<file path="src/rtl/spdif_lock_pkg.sv">
package spdif_lock_pkg;
  localparam int NFLAGS = 3;
  localparam int FLAG_LOCK = 0;
  localparam int FLAG_UNLOCK = 1;
  localparam int FLAG_UC = 2;
  localparam logic [NFLAGS-1:0] FLAG_RESET = 3'b010;

  typedef struct packed {
    logic setUc;
    logic setUnlock;
    logic setLock;
  } strobeT;
endpackage

</file>
<file path="src/rtl/spdif_lock_ctrl.sv">
module spdif_lock_ctrl
  import spdif_lock_pkg::*;
#(
  parameter int LOCK_RUN = 3
) (
  input  logic   clk,
  input  logic   rstN,
  input  logic   subframeValid,
  input  logic   biphaseErr,
  input  logic   blockDone,
  output logic   locked,
  output strobeT strobe
);
  localparam int CNT_W = $clog2(LOCK_RUN + 1);
  localparam logic [CNT_W-1:0] LAST = CNT_W'(LOCK_RUN - 1);

  typedef enum logic {ST_UNLOCKED = 1'b0, ST_LOCKED = 1'b1} stateT;

  stateT state, stateNext;
  logic [CNT_W-1:0] runCnt, runCntNext;

  always_comb begin
    stateNext  = state;
    runCntNext = runCnt;
    strobe     = '0;
    strobe.setUc = blockDone;
    if (biphaseErr) begin
      runCntNext = '0;
      if (state == ST_LOCKED) begin
        stateNext = ST_UNLOCKED;
        strobe.setUnlock = 1'b1;
      end
    end else if (subframeValid && state == ST_UNLOCKED) begin
      if (runCnt == LAST) begin
        stateNext  = ST_LOCKED;
        runCntNext = '0;
        strobe.setLock = 1'b1;
      end else begin
        runCntNext = runCnt + 1'b1;
      end
    end
  end

  always_ff @(posedge clk or negedge rstN) begin
    if (!rstN) begin
      state  <= ST_UNLOCKED;
      runCnt <= '0;
    end else begin
      state  <= stateNext;
      runCnt <= runCntNext;
    end
  end

  assign locked = (state == ST_LOCKED);
endmodule

</file>
<file path="src/rtl/spdif_lock_regs.sv">
module spdif_lock_regs
  import spdif_lock_pkg::*;
(
  input  logic              clk,
  input  logic              rstN,
  input  strobeT            strobe,
  input  logic              wrEn,
  input  logic              wrAddr,
  input  logic [NFLAGS-1:0] wrData,
  output logic [NFLAGS-1:0] flags,
  output logic              irq
);
  logic [NFLAGS-1:0] setVec;
  logic [NFLAGS-1:0] clrVec;
  logic [NFLAGS-1:0] enables;

  assign setVec = {strobe.setUc, strobe.setUnlock, strobe.setLock};
  assign clrVec = (wrEn && !wrAddr) ? wrData : '0;

  for (genvar i = 0; i < NFLAGS; i++) begin : g_flag
    always_ff @(posedge clk or negedge rstN) begin
      if (!rstN) flags[i] <= FLAG_RESET[i];
      else       flags[i] <= (flags[i] & ~clrVec[i]) | setVec[i];
    end
  end

  always_ff @(posedge clk or negedge rstN) begin
    if (!rstN) begin
      enables <= '0;
      irq     <= 1'b0;
    end else begin
      if (wrEn && wrAddr) enables <= wrData;
      irq <= |(flags & enables);
    end
  end
endmodule

</file>
<file path="src/rtl/spdif_lock_tracker.sv">
module spdif_lock_tracker
  import spdif_lock_pkg::*;
#(
  parameter int LOCK_RUN = 3
) (
  input  logic       clk,
  input  logic       rstN,
  input  logic       subframeValid,
  input  logic       biphaseErr,
  input  logic       captureEn,
  input  logic       blockDone,
  input  logic       wrEn,
  input  logic       wrAddr,
  input  logic [2:0] wrData,
  output logic       locked,
  output logic       captureGo,
  output logic       stickyLock,
  output logic       stickyUnlock,
  output logic       stickyUc,
  output logic       irq
);
  strobeT strobe;
  logic [NFLAGS-1:0] flags;

  spdif_lock_ctrl #(.LOCK_RUN(LOCK_RUN)) u_ctrl (
    .clk(clk), .rstN(rstN), .subframeValid(subframeValid),
    .biphaseErr(biphaseErr), .blockDone(blockDone),
    .locked(locked), .strobe(strobe)
  );

  spdif_lock_regs u_regs (
    .clk(clk), .rstN(rstN), .strobe(strobe), .wrEn(wrEn),
    .wrAddr(wrAddr), .wrData(wrData), .flags(flags), .irq(irq)
  );

  assign stickyLock   = flags[FLAG_LOCK];
  assign stickyUnlock = flags[FLAG_UNLOCK];
  assign stickyUc     = flags[FLAG_UC];
  assign captureGo    = captureEn & locked;
endmodule

</file>
<file path="config.mk">
export PLATFORM = sky130hd
export DESIGN_NAME = spdif_lock_tracker
export DESIGN_NICKNAME = d
export VERILOG_FILES = /design/src/rtl/spdif_lock_pkg.sv /design/src/rtl/spdif_lock_ctrl.sv /design/src/rtl/spdif_lock_regs.sv /design/src/rtl/spdif_lock_tracker.sv
export SDC_FILE = /design/constraint.sdc
export NUM_CORES = 1
export LEC_CHECK = 0
export ABC_AREA = 1
export BUFFER_PORTS_ARGS = -buffer_cell sky130_fd_sc_hd__buf_2
export CORE_AREA = 2 2 39 41
export CTS_CLUSTER_SIZE = 30
export DETAILED_ROUTE_END_ITERATION = 16
export DIE_AREA = 0 0 41 43
export SLEW_MARGIN = 10
export SYNTH_ARGS = -nofsm -noshare
export SYNTH_HDL_FRONTEND = slang
export SYNTH_HIERARCHICAL = 1
export SYNTH_SLANG_ARGS = --single-unit
</file>
<file path="constraint.sdc">
create_clock -name clk -period 1 [get_ports clk]
set_clock_uncertainty 0.1 [all_clocks]
set_input_delay 0 -clock clk [delete_from_list [all_inputs] [get_ports clk]]
set_output_delay 0 -clock clk [all_outputs]
set_load 0.05 [all_outputs]
</file>
== After elaboration in Yosys (flattened, before gate mapping) ==
Cells that the tools add are included.

* Flip-flop bits (word level): 10
* Input bits: 11
* Output and inout bits: 6
* Logic and storage cells: 41

* Add/sub/neg operators: 1
* Equal/unequal tests: 1
* Muxes and demuxes: 12
* Bitwise operators: 12
* Reductions and logical operators: 8

{| class="wikitable"
|+ Operator list
! operator !! count
|-
| $mux 1 || 8
|-
| $mux 2 || 3
|-
| $and 1x1->1 || 4
|-
| $not 1->1 || 4
|-
| $reduce_bool 2->1 || 2
|-
| $and 3x3->3 || 1
|-
| $logic_and 1x1->1 || 3
|-
| $mux 3 || 1
|-
| $or 1x1->1 || 3
|-
| $reduce_or 3->1 || 1
|-
| $add 2x1->2 const B || 1
|-
| $eq 2x2->1 const B || 1
|-
| $reduce_and 2->1 || 1
|-
| $logic_not 1->1 || 1
|}

== Logic depth before layout (Yosys ltp) ==
* Depth in word-level cells: 6
* Depth in mapped cells: 6

== Cells and area by module ==
Netlist, hierarchy kept.

{| class="wikitable"
|+ Modules (own cells, without submodules)
! module !! instances !! cells an instance !! area an instance (um^2) !! sequential area each (um^2)
|-
| spdif_lock_regs || 1 || 34 || 286.5 || 176.4
|-
| spdif_lock_ctrl || 1 || 25 || 175.2 || 75.1
|-
| spdif_lock_tracker || 1 || 2 || 7.5 || 0.0
|}

== Worst setup path before layout ==
No wires, ideal clock.

* Path type: flip-flop to output port
* From: register u_ctrl.state, in the netlist u_ctrl/locked
* To: output port captureGo
* Arrival time: 1.099 ns
* Data required time: 0.900 ns
* Slack: -0.199 ns
* Stages on the path, launching flop included: 3
* Cells stage by stage: dfrtp_1 > nand2_1 > inv_1

* Word-level cells in the longest chain between the ends: 1

{| class="wikitable"
|+ Ends and longest elaborated chain
! what !! line !! RTL
|-
| from (decl) || spdif_lock_ctrl.sv:19 || <nowiki>stateT state, stateNext;</nowiki>
|-
| from (signal assigned) || spdif_lock_ctrl.sv:49 || <nowiki>state <= stateNext;</nowiki>
|-
| $and 1x1->1 || spdif_lock_tracker.sv:39 || <nowiki>assign captureGo = captureEn & locked;</nowiki>
|-
| to (decl) || spdif_lock_tracker.sv:16 || <nowiki>output logic captureGo,</nowiki>
|}

Every way passes these cells.

== Worst setup path in the final report ==
Same ends and word-level chain as after synthesis.

==> impl_metrics.py <==
metrics = {
    "die": {
        "die_h_um": 43,
        "die_w_um": 41,
        "core_area_mm2": 0.00138,
        "initial_utilization": 0.339,
        "rows": 14,
        "dieArea_mm2": 0.00176,
        "pin_count": 17,
    },
    "pwr": {
        "power_leakage_uw": 0.000411,
        "total_power_uw": 1110,
        "vdd_drop_max_v": 0.000768,
        "p_per_area_mw_per_mm2": 1500,
    },
    "global_route": {
        "antenna_found_initial": 0,
        "grt_overflow": 0,
        "grt_first_pass_wirelength_um": 1600,
        "grt_max_degree": 11,
        "grt_pass1_vias": 417,
        "track_usage": 0.138,
    },
    "routing": {
        "drt_wl_total_um": 1010,
        "drtIter0Drc": 11,
        "drtAntennaViolNets": 0,
        "dr.pass1.iters": 4,
        "vias": 467,
        "vias_per_cell": 4.36,
        "post_drt_wl_per_cell_um": 9.40,
        "drc": 0,
    },
    "synth": {
        "syn_area_um2": 469,
        "synth_fp_nets": 72,
        "yosysWarnings": 6,
        "ys_ff_latch": 10,
        "postSynthCellCount": 61,
        "ys_types": 9,
        "syn_area_per_cell_um2": 7.69,
        "yosysTopAreaCell": "dfrtp_1",
        "seq_area_frac_synth": 0.536,
        "synth.top_cell.area_share": 0.480,
        "synth.top_cells.by_area": "dfrtp_1, nand2_1, nand3_1",
    },
    "critical_path": {
        "slowest_delay_ns": 0.43,
        "rr_worst_depth": 6,
        "crit_family": "flip-flops",
        "r2r_slack_ns": -0.05,
        "cp_slowest_cell": "dfrtp_2",
        "end_kind": "output port",
        "r2r_start": "u_ctrl/locked",
        "crit_type": "reg -> out",
        "cp.required_ns": 0.90,
        "crit_cells": 3,
        "worst_ep_arrival_time_ns": 1.00,
        "worstSetupEndpoint": "captureGo",
        "critical_path_buf_inv_count": 2,
        "cp-start-kind": "flop",
        "startpoint": "u_ctrl/locked",
        "path_cells": "nand2_2, clkinvlp_4, buf_6",
        "reg2reg_to": "u_regs/flags[0]",
        "cp_max_fo": 5,
    },
    "sta": {
        "rsz0062_at_grt": "true",
        "worst_slack_ns": -0.0956,
        "layout_min_cycle_time_ns": 1.10,
        "fmax_ghz": 0.913,
        "finalCritPeriodShare": 1.10,
        "finalSetupViolCount": 6,
        "hold_viol_final": 0,
        "maxSlewHeadroom": 0.836,
        "finalMaxSlewViolations": 0,
        "tightestPinTransition_ns": 0.247,
    },
    "cts": {
        "clk_path_buf_depth": 2,
        "cts_tree": "done",
        "cts_buffers": 3,
        "clkSlewWorstSetupHoldPaths_ns": 0.07,
        "cts_root_buffer": "clkbuf_4",
        "cts_num_sinks": 10,
        "clock_latency_ns": 0.26,
        "htree_levels": 1,
    },
    "place": {
        "place_hpwl_um": 690,
        "io_buffers": 16,
        "gp_congestion": 0.778,
        "postPlaceCellArea_um2": 572,
    },
    "layout": {
        "fill_cells": 132,
        "drive_gt1_frac": 0.319,
        "nets": 103,
        "syn_to_final_growth_pct": 57.6,
        "diodes": 0,
        "final_cell_area_um2": 739,
    },
    "hold_path": {
        "hold_path.class": "in -> async",
    },
    "run_status": {
        "status": "finished, violations left",
        "violations": "setup timing",
    },
    "flow_run": {
        "max-cap-violations": 0,
    },
}
state kept, by name, indices dropped and copies added (netlist names):
| register | count |
|---|---|
| u_regs/irq | 1 |
| u_ctrl/locked | 1 |
| u_ctrl/runCnt | 2 |
| u_regs/enables | 3 |
| u_regs/flags | 3 |
worst min path at each step:
stage                        end  cells after the start
2_1_floorplan      u_ctrl/locked                      0
3_3_place_gp          u_regs/irq                      1
3_5_place_dp   u_regs/enables[2]                      1
4_1_cts        u_regs/enables[2]                      2
5_1_grt               u_regs/irq                      2
6_report              u_regs/irq                      2
routing by layer:
layer / vias to the layer above / track usage / routed length (um)
met4: 0 / 0.0800 / 0
met2: 11 / 0.206 / 515
met3: 0 / 0.0314 / 40
li1: 244 / - / -
met5: - / 0 / 0
met1: 212 / 0.175 / 450
Yosys cell counts:
| cell | instances |
|---|---|
| buf_4 | 1 |
| dfrtp_1 | 9 |
| dfstp_2 | 1 |
| inv_1 | 11 |
| nand2_1 | 23 |
| nand3_1 | 11 |
| nand3_2 | 1 |
| nor2_1 | 3 |
| nor2_2 | 1 |
power by group:
group | total [uW] | internal [uW] | switching [uW]
Sequential | 480 | 451 | 29.3
Combinational | 260 | 106 | 154
Clock | 367 | 221 | 146
Total | 1110 | 777 | 329
repair_timing:
action | CTS | global route
buffers inserted | 2 | 0
endpoints found under the setup margin | 5 | 7
resized for setup | 8 | 1
hold buffers | 9 | 0
pin swaps | 0 | 0
hold endpoints to repair | 19 | 0
layout by cell type (no fill, tap or decap), drive strengths merged:
cell         count
clkbuf           4
nor2             4
nand2           23
dfstp            1
clkinvlp         1
dlygate4sd3      9
buf             18
inv             10
nand3           12
dfrtp            9
area by class of cell:
type / instances / area [um2] / area share
tap: 16 / 20.0 / 0.0271
inverter: 11 / 45.0 / 0.0609
clock buffer: 4 / 36.3 / 0.0491
timing repair buffer: 27 / 206 / 0.279
sequential: 10 / 253 / 0.342
multi-input combinational: 39 / 179 / 0.242
metrics by stage:
step / hold slack, ns / TNS, ns / instances / setup slack [ns] / utilization
global placement: -0.229 / 0 / 92 / 0.0865 / 0.413
floorplan: -0.396 / -0.0361 / 61 / -0.0185 / -
detailed placement: -0.225 / 0 / 92 / 0.0759 / 0.413
finish: 0.0202 / -0.259 / 107 / -0.0956 / 0.534
CTS: 0.0162 / -0.298 / 107 / -0.101 / 0.533
global route: 0.0425 / -0.604 / 107 / -0.136 / 0.534
kinds of logic (layout without fill, tap and decap cells):
group / after synthesis / count (layout) / share of synthesized area
AND/OR/NAND/NOR: 39 / 39 / 0.360
buffers and inverters: 12 / 42 / 0.104
flip-flops: 10 / 10 / 0.536
worst register-to-register path, stage by stage, from the launching register on:
cell and delay [ns]:
dfrtp_2 0.43, buf_4 0.15, nor2_4 0.09, nand3_2 0.08, inv_1 0.06, inv_1 0.03, nand2_1 0.05
No activity file was read; power rests on OpenSTA's default activity.
